File: src/rtl/ewp_pkg.sv
// Shared types for the write guard and commit sequencer.
package ewp_pkg;
    // Kind of transaction open between an opcode event and chip-select rise.
    typedef enum logic [1:0] {
        TX_NONE  = 2'd0,
        TX_WREN  = 2'd1,
        TX_WRITE = 2'd2,
        TX_LOCK  = 2'd3
    } txn_kind_e;

    localparam int LOCK_W = 3;
endpackage

File: src/rtl/ewp_lock_map.sv
// Lock region decoder.
// Does: tells whether an address lies inside the region fenced by a lock code.
// Assumes: the array spans 2**ADDR_W bytes split into pages of 2**PAGE_W bytes.
module ewp_lock_map #(
    parameter int ADDR_W = 9,
    parameter int PAGE_W = 4
) (
    input  logic [2:0]        code_i,
    input  logic [ADDR_W-1:0] addr_i,
    output logic              locked_o
);
    localparam int SPAN = 1 << ADDR_W;
    localparam int QTR  = SPAN / 4;
    localparam int PG   = 1 << PAGE_W;

    logic [31:0] lo, hi, a32;
    logic        en;

    assign a32 = 32'(addr_i);

    // Pick the fenced range bounds for the current code.
    always_comb begin
        en = 1'b1;
        lo = '0;
        hi = '0;
        case (code_i)
            3'd1: begin lo = 32'(0);        hi = 32'(QTR - 1);     end
            3'd2: begin lo = 32'(QTR);      hi = 32'(2*QTR - 1);   end
            3'd3: begin lo = 32'(2*QTR);    hi = 32'(3*QTR - 1);   end
            3'd4: begin lo = 32'(3*QTR);    hi = 32'(SPAN - 1);    end
            3'd5: begin lo = 32'(0);        hi = 32'(2*QTR - 1);   end
            3'd6: begin lo = 32'(0);        hi = 32'(PG - 1);      end
            3'd7: begin lo = 32'(SPAN - PG); hi = 32'(SPAN - 1);   end
            default: en = 1'b0;
        endcase
    end

    assign locked_o = en && (a32 >= lo) && (a32 <= hi);
endmodule

File: src/rtl/ewp_page_buf.sv
// Page staging buffer.
// Does: stores data bytes at a wrapping offset within one page and marks the offsets written.
// Assumes: load_i comes with the start offset before any push_i of the same transaction.
module ewp_page_buf #(
    parameter int PAGE_W = 4,
    localparam int PAGE_BYTES = 1 << PAGE_W
) (
    input  logic                  clk,
    input  logic                  rst_n,
    input  logic                  load_i,
    input  logic [PAGE_W-1:0]     off_i,
    input  logic                  push_i,
    input  logic [7:0]            data_i,
    input  logic [PAGE_W-1:0]     rd_idx_i,
    output logic [PAGE_BYTES-1:0] mask_o,
    output logic [7:0]            rd_data_o
);
    logic [7:0]        mem_q [PAGE_BYTES];
    logic [PAGE_W-1:0] ptr_q;

    // Track the write pointer and the written-offset mask.
    always_ff @(posedge clk) begin
        if (!rst_n) begin
            ptr_q  <= '0;
            mask_o <= '0;
        end else if (load_i) begin
            ptr_q  <= off_i;
            mask_o <= '0;
        end else if (push_i) begin
            ptr_q         <= ptr_q + 1'b1;
            mask_o[ptr_q] <= 1'b1;
        end
    end

    // Store the byte at the current pointer; a wrapped pointer overwrites.
    always_ff @(posedge clk) begin
        if (push_i && !load_i) begin
            mem_q[ptr_q] <= data_i;
        end
    end

    assign rd_data_o = mem_q[rd_idx_i];
endmodule

File: src/rtl/ewp_busy_timer.sv
// Self-timed busy window.
// Does: holds busy for exactly BUSY_CYCLES clocks after a start pulse and exposes the elapsed count.
// Assumes: start_i is only raised while idle.
module ewp_busy_timer #(
    parameter int BUSY_CYCLES = 500000,
    localparam int CNT_W = $clog2(BUSY_CYCLES)
) (
    input  logic             clk,
    input  logic             rst_n,
    input  logic             start_i,
    output logic             busy_o,
    output logic [CNT_W-1:0] elapsed_o,
    output logic             last_o
);
    assign last_o = busy_o && (elapsed_o == CNT_W'(BUSY_CYCLES - 1));

    // Run the window counter from start to its final cycle.
    always_ff @(posedge clk) begin
        if (!rst_n) begin
            busy_o    <= 1'b0;
            elapsed_o <= '0;
        end else if (start_i && !busy_o) begin
            busy_o    <= 1'b1;
            elapsed_o <= '0;
        end else if (busy_o) begin
            if (last_o) begin
                busy_o    <= 1'b0;
                elapsed_o <= '0;
            end else begin
                elapsed_o <= elapsed_o + 1'b1;
            end
        end
    end

    AST_START_IDLE: assert property (@(posedge clk) disable iff (!rst_n)
        start_i |-> !busy_o) else $error("start while busy");
    AST_WINDOW_BOUND: assert property (@(posedge clk) disable iff (!rst_n)
        busy_o |-> (32'(elapsed_o) < BUSY_CYCLES)) else $error("window overrun");
endmodule

File: src/rtl/eeprom_wprot_ctrl.sv
// Write guard and commit sequencer.
// Does: qualifies page writes and lock updates against the enable latch, the write-protect
//       level, the lock region and the chip-select bit count; then runs the busy window,
//       replays the page to the array and applies the new lock code.
// Assumes: every input event is a single-cycle pulse from the serial front end, and
//          BUSY_CYCLES is larger than the page size.
module eeprom_wprot_ctrl
    import ewp_pkg::*;
#(
    parameter int ADDR_W      = 9,
    parameter int PAGE_W      = 4,
    parameter int BITCNT_W    = 16,
    parameter int BUSY_CYCLES = 500000
) (
    input  logic                clk,
    input  logic                rst_n,
    input  logic                op_wren_i,
    input  logic                op_wrdi_i,
    input  logic                op_write_i,
    input  logic                op_lock_i,
    input  logic                addr_vld_i,
    input  logic [ADDR_W-1:0]   addr_i,
    input  logic                byte_vld_i,
    input  logic [7:0]          byte_i,
    input  logic                cs_rise_i,
    input  logic [BITCNT_W-1:0] bit_cnt_i,
    input  logic                wp_n_i,
    output logic                busy_o,
    output logic [2:0]          lock_code_o,
    output logic                arr_we_o,
    output logic [ADDR_W-1:0]   arr_addr_o,
    output logic [7:0]          arr_data_o
);
    localparam int PAGE_BYTES = 1 << PAGE_W;
    localparam int PIDX_W     = ADDR_W - PAGE_W;
    localparam int CNT_W      = $clog2(BUSY_CYCLES);

    txn_kind_e              kind_q;
    logic                   have_addr_q, have_data_q, wp_drop_q;
    logic                   wel_q, is_array_q;
    logic [PIDX_W-1:0]      page_q;
    logic [LOCK_W-1:0]      lock_pend_q, lock_q;
    logic                   op_accept, aligned, wp_ok;
    logic                   wr_commit, lk_commit, wr_start, wr_reject, start;
    logic                   any_locked, busy_last, in_window;
    logic [PAGE_BYTES-1:0]  mask, locked_vec;
    logic [PAGE_W-1:0]      slot;
    logic [CNT_W-1:0]       elapsed;
    logic [7:0]             rd_data;
    logic                   strobe_locked;

    assign op_accept = !busy_o && (op_wren_i || op_wrdi_i || op_write_i || op_lock_i);
    assign aligned   = (bit_cnt_i[2:0] == 3'd0);
    assign wp_ok     = wp_n_i && !wp_drop_q;

    assign wr_commit = cs_rise_i && !busy_o && (kind_q == TX_WRITE) && have_addr_q
                    && have_data_q && (bit_cnt_i >= BITCNT_W'(32)) && aligned && wel_q && wp_ok;
    assign lk_commit = cs_rise_i && !busy_o && (kind_q == TX_LOCK) && have_data_q
                    && (bit_cnt_i >= BITCNT_W'(16)) && aligned && wel_q && wp_ok;
    assign any_locked = |(mask & locked_vec);
    assign wr_start   = wr_commit && !any_locked;
    assign wr_reject  = wr_commit && any_locked;
    assign start      = wr_start || lk_commit;

    // Open, track and close the transaction between opcode and chip-select rise.
    always_ff @(posedge clk) begin
        if (!rst_n) begin
            kind_q      <= TX_NONE;
            have_addr_q <= 1'b0;
            have_data_q <= 1'b0;
            wp_drop_q   <= 1'b0;
            page_q      <= '0;
            lock_pend_q <= '0;
        end else if (cs_rise_i) begin
            kind_q      <= TX_NONE;
            have_addr_q <= 1'b0;
            have_data_q <= 1'b0;
            wp_drop_q   <= 1'b0;
        end else if (op_accept) begin
            kind_q      <= op_wren_i  ? TX_WREN  :
                           op_write_i ? TX_WRITE :
                           op_lock_i  ? TX_LOCK  : TX_NONE;
            have_addr_q <= 1'b0;
            have_data_q <= 1'b0;
            wp_drop_q   <= !wp_n_i;
        end else begin
            if (kind_q != TX_NONE && !wp_n_i) begin
                wp_drop_q <= 1'b1;
            end
            if (addr_vld_i && kind_q == TX_WRITE) begin
                have_addr_q <= 1'b1;
                page_q      <= addr_i[ADDR_W-1:PAGE_W];
            end
            if (byte_vld_i && ((kind_q == TX_WRITE && have_addr_q) || kind_q == TX_LOCK)) begin
                have_data_q <= 1'b1;
            end
            if (byte_vld_i && kind_q == TX_LOCK) begin
                lock_pend_q <= byte_i[LOCK_W-1:0];
            end
        end
    end

    // Write-enable latch: set by a clean enable, cleared by disable, rejection or completion.
    always_ff @(posedge clk) begin
        if (!rst_n) begin
            wel_q <= 1'b0;
        end else if (busy_last || wr_reject) begin
            wel_q <= 1'b0;
        end else if (op_accept && op_wrdi_i) begin
            wel_q <= 1'b0;
        end else if (cs_rise_i && !busy_o && kind_q == TX_WREN && bit_cnt_i == BITCNT_W'(8)) begin
            wel_q <= 1'b1;
        end
    end

    // Remember the window type and apply a pending lock code at window end.
    always_ff @(posedge clk) begin
        if (!rst_n) begin
            is_array_q <= 1'b0;
            lock_q     <= '0;
        end else begin
            if (start) begin
                is_array_q <= wr_start;
            end
            if (busy_last && !is_array_q) begin
                lock_q <= lock_pend_q;
            end
        end
    end

    ewp_page_buf #(.PAGE_W(PAGE_W)) u_buf (
        .clk       (clk),
        .rst_n     (rst_n),
        .load_i    (addr_vld_i && kind_q == TX_WRITE && !cs_rise_i),
        .off_i     (addr_i[PAGE_W-1:0]),
        .push_i    (byte_vld_i && kind_q == TX_WRITE && have_addr_q && !cs_rise_i),
        .data_i    (byte_i),
        .rd_idx_i  (slot),
        .mask_o    (mask),
        .rd_data_o (rd_data)
    );

    ewp_busy_timer #(.BUSY_CYCLES(BUSY_CYCLES)) u_timer (
        .clk       (clk),
        .rst_n     (rst_n),
        .start_i   (start),
        .busy_o    (busy_o),
        .elapsed_o (elapsed),
        .last_o    (busy_last)
    );

    // One lock decoder per page offset to screen the whole staged page.
    for (genvar g = 0; g < PAGE_BYTES; g++) begin : g_screen
        ewp_lock_map #(.ADDR_W(ADDR_W), .PAGE_W(PAGE_W)) u_map (
            .code_i   (lock_q),
            .addr_i   ({page_q, PAGE_W'(g)}),
            .locked_o (locked_vec[g])
        );
    end

    ewp_lock_map #(.ADDR_W(ADDR_W), .PAGE_W(PAGE_W)) u_strobe_map (
        .code_i   (lock_q),
        .addr_i   (arr_addr_o),
        .locked_o (strobe_locked)
    );

    assign slot        = elapsed[PAGE_W-1:0];
    assign in_window   = (32'(elapsed) < PAGE_BYTES);
    assign arr_we_o    = busy_o && is_array_q && in_window && mask[slot];
    assign arr_addr_o  = {page_q, slot};
    assign arr_data_o  = rd_data;
    assign lock_code_o = lock_q;

    AST_WE_IN_BUSY: assert property (@(posedge clk) disable iff (!rst_n)
        arr_we_o |-> busy_o) else $error("strobe outside window");
    AST_WE_UNLOCKED: assert property (@(posedge clk) disable iff (!rst_n)
        arr_we_o |-> !strobe_locked) else $error("strobe into fenced region");
    AST_BUSY_WP: assert property (@(posedge clk) disable iff (!rst_n)
        $rose(busy_o) |-> $past(wp_n_i)) else $error("commit with protect low");
    AST_BUSY_ALIGNED: assert property (@(posedge clk) disable iff (!rst_n)
        $rose(busy_o) |-> ($past(cs_rise_i) && $past(bit_cnt_i[2:0]) == 3'd0))
        else $error("commit off byte boundary");
    AST_WEL_DONE: assert property (@(posedge clk) disable iff (!rst_n)
        $fell(busy_o) |-> !wel_q) else $error("latch survived window");
    AST_LOCK_AT_END: assert property (@(posedge clk) disable iff (!rst_n)
        !$stable(lock_code_o) |-> $fell(busy_o)) else $error("lock code moved mid-window");
endmodule

File: config.mk
export PLATFORM = sky130hd
export DESIGN_NAME = eeprom_wprot_ctrl
export DESIGN_NICKNAME = d
export VERILOG_FILES = /design/src/rtl/ewp_pkg.sv /design/src/rtl/ewp_lock_map.sv /design/src/rtl/ewp_page_buf.sv /design/src/rtl/ewp_busy_timer.sv /design/src/rtl/eeprom_wprot_ctrl.sv
export SDC_FILE = /design/constraint.sdc
export NUM_CORES = 1
export LEC_CHECK = 0
export ABC_AREA = 1
export BUFFER_PORTS_ARGS = -buffer_cell sky130_fd_sc_hd__buf_4
export CAP_MARGIN = 40
export CORE_MARGIN = 2
export CORE_UTILIZATION = 43
export CTS_CLUSTER_DIAMETER = 80
export DETAILED_ROUTE_END_ITERATION = 12
export GPL_ROUTABILITY_DRIVEN = 0
export PLACE_DENSITY = 0.69
export SLEW_MARGIN = 5
export SYNTH_ARGS = -nofsm -noshare
export SYNTH_HDL_FRONTEND = slang
export SYNTH_HIERARCHICAL = 1
export SYNTH_SLANG_ARGS = --single-unit
File: constraint.sdc
create_clock -name clk -period 5.9 [get_ports clk]
set_clock_uncertainty 0.05 [all_clocks]
set_input_delay 0.295 -clock clk [delete_from_list [all_inputs] [get_ports clk]]
set_output_delay 0.295 -clock clk [all_outputs]
set_load 0.01 [all_outputs]
# --- Word-level counts from Yosys, hierarchy flattened ---
# Memory sizes are Yosys's and may differ from the RTL's. A register that Yosys moved wholly into a read port is not among the register bits.
# Index checks and enable logic that the tools add are counted.
classes:
  n_mux: 22
  div: 0
  n_addsub: 2
  eq_ne: 12
  reduce_logical: 98
  mul: 0
  magnitude_cmp: 38
  n_bitwise: 5
  shift: 0
op_table:
  columns: ["op", "count"]
  rows:
  - ["<= comparator 9 x 32 -> 1 bit", 13]
  - [">= comparator 9 x 32 -> 1 bit", 12]
  - ["logical AND 1 bit", 70]
  - ["case mux 9 bit (5 select lines)", 1]
  - [">= comparator 9 bit", 4]
  - ["case mux 9 bit (4 select lines)", 1]
  - ["<= comparator 9 bit", 3]
  - ["adder 19 x 1 -> 19 bit, second input constant", 1]
  - ["equality test 19 bit, second input constant", 1]
  - ["less-than comparator 19 x 5 -> 1 bit, second input constant", 1]
  - ["two-way mux 19 bit", 1]
  - ["bitwise AND 16 bit", 1]
  - ["equality test 16 x 4 -> 1 bit, second input constant", 1]
  - [">= comparator 16 x 5 -> 1 bit, second input constant", 1]
  - [">= comparator 16 x 6 -> 1 bit, second input constant", 1]
  - ["two-way mux 4 bit", 4]
  - ["OR 16 bit", 1]
  - ["OR reduction 16 bit", 1]
  - ["equality test 3 bit, second input constant", 4]
  - ["less-than comparator 4 x 5 -> 1 bit, second input constant", 2]
  - ["two-way mux 1 bit", 10]
  - ["OR reduction 2 bit", 5]
  - ["logical NOT 1 bit", 7]
  - ["OR reduction 7 bit", 1]
  - ["other kinds (15)", 30]
totals:
  regBits: 58
  mem_bits_ro: 0
  wordCells: 191
  output_inout_bits: 22
  mem_bits_rw: 128
  latch_bits: 0
  mem_count: 1
memory_table:
  columns: ["name", "words", "word_bits", "read_ports", "rd_ports_with_merged_regs", "write_ports", "line", "source"]
  rows:
  - ["u_buf.mem_q", 16, 8, 1, 1, 1, "ewp_page_buf.sv:18", "logic [7:0] mem_q [PAGE_BYTES];"]

# --- Depth between registers and ports, before layout ---
# Gate-level depths: netlist of run 1.
logic_depth:
  depth_word: 14
  mapped_depth: 27

# --- Hierarchy ---
# Netlist of run 1, hierarchy kept.
modules_own_cells:
  columns: ["module", "n_inst", "cells_each", "area_each_um2"]
  rows:
  - ["ewp_page_buf", 1, 651, 6495.0]
  - ["ewp_lock_map (g_screen[10].u_map ...)", 8, 79, 446.7]
  - ["ewp_lock_map (g_screen[4].u_map ...)", 6, 78, 462.9]
  - ["eeprom_wprot_ctrl", 1, 210, 1212.4]
  - ["ewp_busy_timer", 1, 163, 1069.8]
  - ["ewp_lock_map (g_screen[0].u_map)", 1, 78, 467.9]
  - ["ewp_lock_map (g_screen[3].u_map)", 1, 79, 460.4]

# --- Worst setup path before layout of run 1 ---
# No wires, ideal clock.
synth_path:
  kind: "reg-to-reg"
  from: "register lock_q[2] (netlist: lock_code_o[2])"
  to: "register u_timer.elapsed_o[4]"
  slack_ps: 1592
  t_arrival_ps: 4143
  path_stages_with_launch: 24
  path_buffers: 1
  setup_time_ps: 115
  cell_sequence: "dfxtp_1 -> inv_1 -> a21oi_1 -> nor3_1 -> ha_1 -> nand2_1 -> inv_1 -> nand3b_1 -> a21oi_2 -> nor2_1 -> nor2_1 -> nor2_1 -> nand2_1 -> nand2_1 -> nor2_1 -> nand2_1 -> nor2_1 -> nand3_1 -> nand2_1 -> nand2_1 -> nand2_1 -> buf_2 -> a21oi_1 -> o21a_1"
synth_between:
  elab_chain_len: 12
  elab_cells_between_ends: 84
  classes_between: "32 x order compare; 7 x eq/ne; 3 x mux; 1 x bitwise; 41 x reduce/logical"
synth_rtl:
  columns: ["element", "line", "source"]
  rows:
  - ["start: declaration", "eeprom_wprot_ctrl.sv:42", "logic [LOCK_W-1:0] lock_pend_q, lock_q;"]
  - ["start signal: assignment", "eeprom_wprot_ctrl.sv:126", "lock_q <= lock_pend_q;"]
  - ["equality test 3 bit (tied with other cells)", null, null]
  - ["OR reduction 2 bit (no line) (tied with other cells)", null, null]
  - ["case mux 9 bit (5 select lines) (tied with other cells)", "ewp_lock_map.sv:26", "case (code_i)"]
  - ["<= comparator 9 x 32 -> 1 bit or logical AND 1 bit (tied branches)", "ewp_lock_map.sv:38", "assign locked_o = en && (a32 >= lo) && (a32 <= hi);"]
  - ["logical AND 1 bit (*)", "ewp_lock_map.sv:38", null]
  - ["via locked_vec[1]", "eeprom_wprot_ctrl.sv:46", "logic [PAGE_BYTES-1:0] mask, locked_vec;"]
  - ["bitwise AND 16 bit (*)", "eeprom_wprot_ctrl.sv:60", "assign any_locked = |(mask & locked_vec);"]
  - ["OR reduction 16 bit (*)", "eeprom_wprot_ctrl.sv:60", null]
  - ["logical NOT 1 bit (*)", "eeprom_wprot_ctrl.sv:61", "assign wr_start = wr_commit && !any_locked;"]
  - ["logical AND 1 bit (*)", "eeprom_wprot_ctrl.sv:61", null]
  - ["logical OR 1 bit (*)", "eeprom_wprot_ctrl.sv:63", "assign start = wr_start || lk_commit;"]
  - ["via start", "eeprom_wprot_ctrl.sv:44", "logic wr_commit, lk_commit, wr_start, wr_reject, start;"]
  - ["logical AND 1 bit (*)", "ewp_busy_timer.sv:22", "end else if (start_i && !busy_o) begin"]
  - ["OR reduction 2 bit (no line) (*)", null, null]
  - ["end signal: assignment", "ewp_busy_timer.sv:30", "elapsed_o <= elapsed_o + 1'b1;"]
  - ["end: declaration", "ewp_busy_timer.sv:12", "output logic [CNT_W-1:0] elapsed_o,"]
# Mark *: on every way through the listed nets, which the timed path passes. The rest lies on a longest branch.
# A chain may end at the register's enable or synchronous reset.

# --- Final worst setup path of run 1 ---
layout_path:
  from: "register lock_q[1] (netlist: lock_code_o[1])"
  to: "register u_timer.elapsed_o[15]"
# The elaborated chain is that of the path after synthesis.

==> flow_summary.json, run 1 <==
{
  "r2r-end": "u_timer/elapsed_o[15]$_SDFFE_PP0P_",
  "critPathArrivalTime_ns": 4.52,
  "final_area_um2": 18200,
  "rr_startpoint": "lock_code_o[1]$_SDFFE_PN0P_",
  "insertion_delay_ns": 0.43,
  "critPathCaptureType": "register",
  "path_max_fanout": 41,
  "grt_pass1_wl_mm": 62.0,
  "dp_hpwl_mm": 26.9,
  "placed_area_um2": 17600,
  "grtUsageTotal_pct": 19.4,
  "synth.area.top_cells": "edfxtp_1, ha_1, nand2_1",
  "synth_top_area_share_pct": 23.9,
  "slew_headroom_pct": 40.8,
  "layout_min_cycle_time_ns": 4.25,
  "r2r_slack_ns": 1.65,
  "rows": 70,
  "synth_area_leader_cell": "edfxtp_1",
  "dp.cells": 2923,
  "ctsResizeCount": 0,
  "die_x_um": 197,
  "grt_pass1_vias": 13575,
  "multi_input_area_um2": 9670,
  "final.setup.tns_ns": 0,
  "tightest_slew_ns": 0.887,
  "hold_buffers": 0,
  "cts_buffer_depth": 2,
  "cts_tree": "built",
  "synth-seq-cells": 186,
  "dr.pass1.iters": 6,
  "endpoint": "u_timer/elapsed_o[15]$_SDFFE_PP0P_",
  "core_um2": 36700,
  "regArea_um2": 5020,
  "synth_enable_flop_cells": 128,
  "diodes": 0,
  "vias": 14099,
  "clk_pin_slew_ns": 0.07,
  "post-route-drc-count": 0,
  "setup_ws_ns": 1.65,
  "worst_hold_slack_ns": 0.0570,
  "antenna_found_initial": 0,
  "areaGrowthSynthToFinish_pct": 13.2,
  "status": "completed",
  "critPathLaunchType": "register",
  "max_freq_ghz": 0.235,
  "netlist_area_um2": 16100,
  "ant_nets": 0,
  "yosysUniqueCellTypes": 43,
  "ys.flop_type": "edfxtp_1",
  "grt_max_degree": 66,
  "hold_violations": 0,
  "avgSynthCellArea_um2": 7.04,
  "ys_warn_count": 6,
  "vdd_drop_max_v": 0.000195,
  "synth.most_common_cell": "nand2_1",
  "maxCapViolations": 0,
  "netlist_top_cells_count": "nand2_1, inv_1, nor2_1",
  "r2r_cells": 25,
  "async_flop_share_pct": 0,
  "initial_core_util_pct": 43.8,
  "post_layout_nonfiller_instances": 2955,
  "worstPathRequired_ns": 6.17,
  "grt-ovfl-total": 0,
  "io_pins": 65,
  "drive_gt1_share_pct": 9.85,
  "clock-sinks": 186,
  "port_buffers": 64,
  "die_h_um": 197,
  "synth_cells": 2281,
  "drt_iter0_drc": 782,
  "finalSetupViolCount": 0,
  "dp_slack_ns": 1.63,
  "cts_buffers": 17,
  "nFillCells": 3491,
  "wl_per_cell_um": 12.4,
  "post_cts_buffers": 0,
  "die_area_um2": 38900,
  "via_per_inst": 4.77,
  "period_share_pct": 72.1,
  "seq_area_frac_synth_pct": 31.2,
  "worstSetupPathType": "reg2reg",
  "routed_wl_mm": 36.7,
  "rsz0062_at_grt": "false",
  "cts-root-buf": "clkbuf_16",
  "ctsHtreeMaxLevel": 4,
  "p_leak_nw": 8.92,
  "power_density_nw_per_um2": 148,
  "slew_viol_final": 0,
  "hold_class": "in2reg",
  "cp-startpoint": "lock_code_o[1]$_SDFFE_PN0P_",
  "fin_util_pct": 49.5,
  "nets": 2748,
  "p_total_mw": 2.68
}
[worst min path at each step]
stage | startpoint | end | slack [ns] | depth (start not counted)
after global routing | addr_i[5] | page_q[1]$_SDFFE_PN0P_ | 0.06 | 3
final | addr_i[8] | page_q[4]$_SDFFE_PN0P_ | 0.06 | 3
after global placement | have_addr_q$_SDFFE_PP0P_ | have_addr_q$_SDFFE_PP0P_ | 0.38 | 2
after floorplan | rst_n | u_buf/ptr_q[0]$_SDFFE_PN0P_ | 0.34 | 2
after detailed placement | have_addr_q$_SDFFE_PP0P_ | have_addr_q$_SDFFE_PP0P_ | 0.39 | 2
after CTS | addr_i[8] | page_q[4]$_SDFFE_PN0P_ | 0.04 | 3
[worst max-delay path, stage by stage, from the launching register on]
cell,delay [ns]
dfxtp_2,0.85
buf_4,0.40
nor2_1,0.09
inv_2,0.12
nor2_4,0.05
inv_2,0.10
o21ai_1,0.11
ha_1,0.30
nand2_1,0.04
nand3b_1,0.19
a21oi_2,0.12
nor2_1,0.06
nor2_2,0.08
nor2_2,0.04
nand2_1,0.05
nand2_1,0.05
nor2_1,0.09
nand2_1,0.07
nor2_1,0.20
nand3_1,0.16
nand2_1,0.09
nand2_1,0.06
nand2_1,0.32
inv_1,0.15
nand2_1,0.22
nor2_1,0.07
[placed cells by master, fill, tap and decap left out, drive strengths merged]
master,instances
a31oi,1
nand3b,32
clkinv,4
nand3,168
ha,231
or2,1
a21boi,1
edfxtp,128
xnor2,2
nor3b,1
nand4,14
conb,128
nor2,323
o21ai,27
clkinvlp,1
buf,81
a221oi,1
nor3,39
a211oi,1
nand2,648
or3,1
dfxtp,58
inv,437
a21oi,124
xor2,10
and2,1
o21a,1
a22oi,2
o31ai,1
clkbuf,20
[layer usage]
layer / up-vias / global-route usage [%] / wire, µm
li1: 7478 / - / -
met1: 6327 / 24.4 / 16800
met2: 256 / 35.4 / 18100
met3: 38 / 2.13 / 1330
met4: 0 / 4.57 / 481
met5: - / 0 / 0
[layout make-up]
class / count / area share, %
Clock inverter: 12 / 0.516
Timing Repair Buffer: 81 / 3.70
Inverter: 430 / 8.98
Clock buffer: 20 / 2.75
Tap cell: 468 / 3.22
Multi-Input combinational cell: 1758 / 53.2
Sequential cell: 186 / 27.6
[cells by family after synthesis]
| group | after synthesis | share of synthesized area (%) |
|---|---|---|
| AO/OA/AOI/OAI | 159 | 5.55 |
| adder cells (fa/ha/maj) | 231 | 18.0 |
| AND/OR/NAND/NOR | 1228 | 33.0 |
| XOR/XNOR | 12 | 0.655 |
| buffers and inverters | 463 | 11.6 |
| other | 2 | 0.0468 |
| flip-flops | 186 | 31.2 |
[where the power goes]
| group | switching [mW] | total, mW | internal, mW |
|---|---|---|---|
| Sequential | 0.00175 | 1.39 | 1.39 |
| Combinational | 0.0943 | 0.160 | 0.0653 |
| Clock | 0.508 | 1.13 | 0.624 |
[state kept, by name (all words and copies together) (netlist names)]
name,count
is_array_q,1
page_q,5
lock_pend_q,3
u_buf/mask_o,16
have_addr_q,1
wp_drop_q,1
have_data_q,1
kind_q,2
wel_q,1
u_timer/busy_o,1
lock_code_o,3
u_buf/mem_q,128
u_timer/elapsed_o,19
u_buf/ptr_q,4
(Power assumes the default switching activity.)
==> inputs of run 2 (changes only) <==
==> constraint.sdc (replaced) <==
create_clock -name clk -period 4.1 [get_ports clk]
set_clock_uncertainty 0.05 [all_clocks]
set_input_delay 0.205 -clock clk [delete_from_list [all_inputs] [get_ports clk]]
set_output_delay 0.205 -clock clk [all_outputs]
set_load 0.01 [all_outputs]
==> flow_summary.json, run 2 (synthesis results as in run 1) <==
{
  "hold_class": "in2reg",
  "top_regs": "u_buf/mem_q: 128 flops, u_timer/elapsed_o: 19 flops, u_buf/mask_o: 16 flops",
  "max_freq_ghz": 0.272,
  "regArea_um2": 5020,
  "rsz0062_at_grt": "false",
  "vdd_drop_max_v": 0.000264,
  "grt_pass1_wl_mm": 61.6,
  "period_share_pct": 89.5,
  "nets": 2759,
  "dr.pass1.iters": 8,
  "nFillCells": 3535,
  "cts-root-buf": "clkbuf_16",
  "routed_wl_mm": 37.3,
  "worstSetupPathType": "reg2reg",
  "worstPathRequired_ns": 4.37,
  "ant_nets": 0,
  "grt_max_degree": 88,
  "path_buf_inv": 4,
  "grt-ovfl-total": 0,
  "die_area_um2": 38900,
  "grtUsageTotal_pct": 19.3,
  "top_layer": "met4",
  "maxCapViolations": 0,
  "grt_pass1_vias": 13497,
  "die_x_um": 197,
  "cts_buffers": 17,
  "final.setup.tns_ns": 0,
  "crit_family": "simple AND/OR/NAND/NOR gates",
  "largest_reg_flops": 128,
  "dp.cells": 2929,
  "vias": 14296,
  "cts_tree": "built",
  "final_common_cell": "nand2_1",
  "hold_violations": 0,
  "power_density_nw_per_um2": 210,
  "slowest_stage": "dfxtp_2",
  "die_h_um": 197,
  "multi_input_area_um2": 9670,
  "mostFrequentLayoutCells": "nand2_1, inv_1, nor2_1",
  "drive_gt1_share_pct": 10.0,
  "path_max_fanout": 87,
  "diodes": 0,
  "dp_hpwl_mm": 26.7,
  "clock-sinks": 186,
  "cts_buffer_depth": 2,
  "critical-path-max-stage-delay_ns": 0.34,
  "largest_register": "u_buf/mem_q",
  "status": "completed",
  "rows": 70,
  "finalSetupViolCount": 0,
  "p_leak_nw": 8.95,
  "wl_met3_mm": 1.48,
  "wl_per_cell_um": 12.6,
  "port_buffers": 64,
  "critPathLaunchType": "register",
  "via_per_inst": 4.82,
  "wl_met2_mm": 18.3,
  "p_total_mw": 3.84,
  "antenna_found_initial": 0,
  "dp_slack_ns": 0.420,
  "critPathMostFrequentCell": "nand2_1",
  "critPathCaptureType": "register",
  "initial_core_util_pct": 43.8,
  "slew_viol_final": 0,
  "areaGrowthSynthToFinish_pct": 13.8,
  "io_pins": 65,
  "insertion_delay_ns": 0.43,
  "drt_iter0_drc": 753,
  "met1Wirelength_mm": 16.8,
  "critPathArrivalTime_ns": 3.94,
  "tightest_slew_ns": 0.987,
  "setup_ws_ns": 0.429,
  "core_um2": 36700,
  "clk_pin_slew_ns": 0.07,
  "post-route-drc-count": 0,
  "post_layout_nonfiller_instances": 2965,
  "ctsHtreeMaxLevel": 4,
  "layout_min_cycle_time_ns": 3.67,
  "slew_headroom_pct": 34.0
}
-- run 2: through the flow --
step | instance area, µm² | utilization (%) | hold WS, ns
2_1_floorplan | 16500 | - | 0.253
5_1_grt | 18300 | 49.8 | 0.0195
4_1_cts | 18200 | 49.7 | 0.00369
3_3_place_gp | 17600 | 47.9 | 0.387
3_5_place_dp | 17600 | 48.0 | 0.397
6_report | 18300 | 49.8 | 0.0109
-- run 2: area by class of cell --
cell class                      count  share of cell area [%]
Clock buffer                       17                    2.33
Multi-Input combinational cell   1758                    52.9
Inverter                          430                    8.94
Timing Repair Buffer               92                    4.29
Sequential cell                   186                    27.5
Tap cell                          468                    3.21
Clock inverter                     14                   0.822
-- run 2: final timing paths --
path                                     from                                 end  cells past startpoint  slack [ns]
hold reg to reg      have_data_q$_SDFFE_PP0P_            have_data_q$_SDFFE_PP0P_                      2        0.40
setup reg to reg  lock_code_o[1]$_SDFFE_PN0P_  u_timer/elapsed_o[15]$_SDFFE_PP0P_                     25        0.43
hold / removal                      addr_i[2]         u_buf/ptr_q[2]$_SDFFE_PN0P_                      3        0.01
setup / recovery  lock_code_o[1]$_SDFFE_PN0P_  u_timer/elapsed_o[15]$_SDFFE_PP0P_                     25        0.43
-- run 2: report_power, final --
group | leakage, nW | internal (mW) | total (mW) | switching, mW
Combinational | 7.06 | 0.0965 | 0.234 | 0.137
Sequential | 1.62 | 2.00 | 2.00 | 0.00230
Clock | 0.265 | 0.896 | 1.60 | 0.705
Total | 8.95 | 2.99 | 3.84 | 0.845
-- run 2: worst reg2reg max path: cells and delay by family (launching register included) --
| kind | cells | cell delay [ns] |
|---|---|---|
| adder cells (fa/ha/maj) | 1 | 0.33 |
| flip-flops | 1 | 0.34 |
| AND/OR/NAND/NOR | 18 | 1.91 |
| buffers and inverters | 4 | 0.63 |
| AO/OA/AOI/OAI | 2 | 0.29 |
-- run 2: repair_timing --
item | CTS | global route
setup buffers | 0 | 1
hold endpoints to repair | 4 | 0
gates resized for setup | 0 | 0
setup endpoints to repair | 0 | 7
hold buffers | 4 | 0
-- run 2: routing by layer --
| metal | GRT usage, % | up-vias |
|---|---|---|
| li1 | - | 7503 |
| met1 | 24.1 | 6471 |
| met2 | 35.6 | 273 |
| met3 | 1.72 | 49 |
| met4 | 5.26 | 0 |
| met5 | 0 | - |
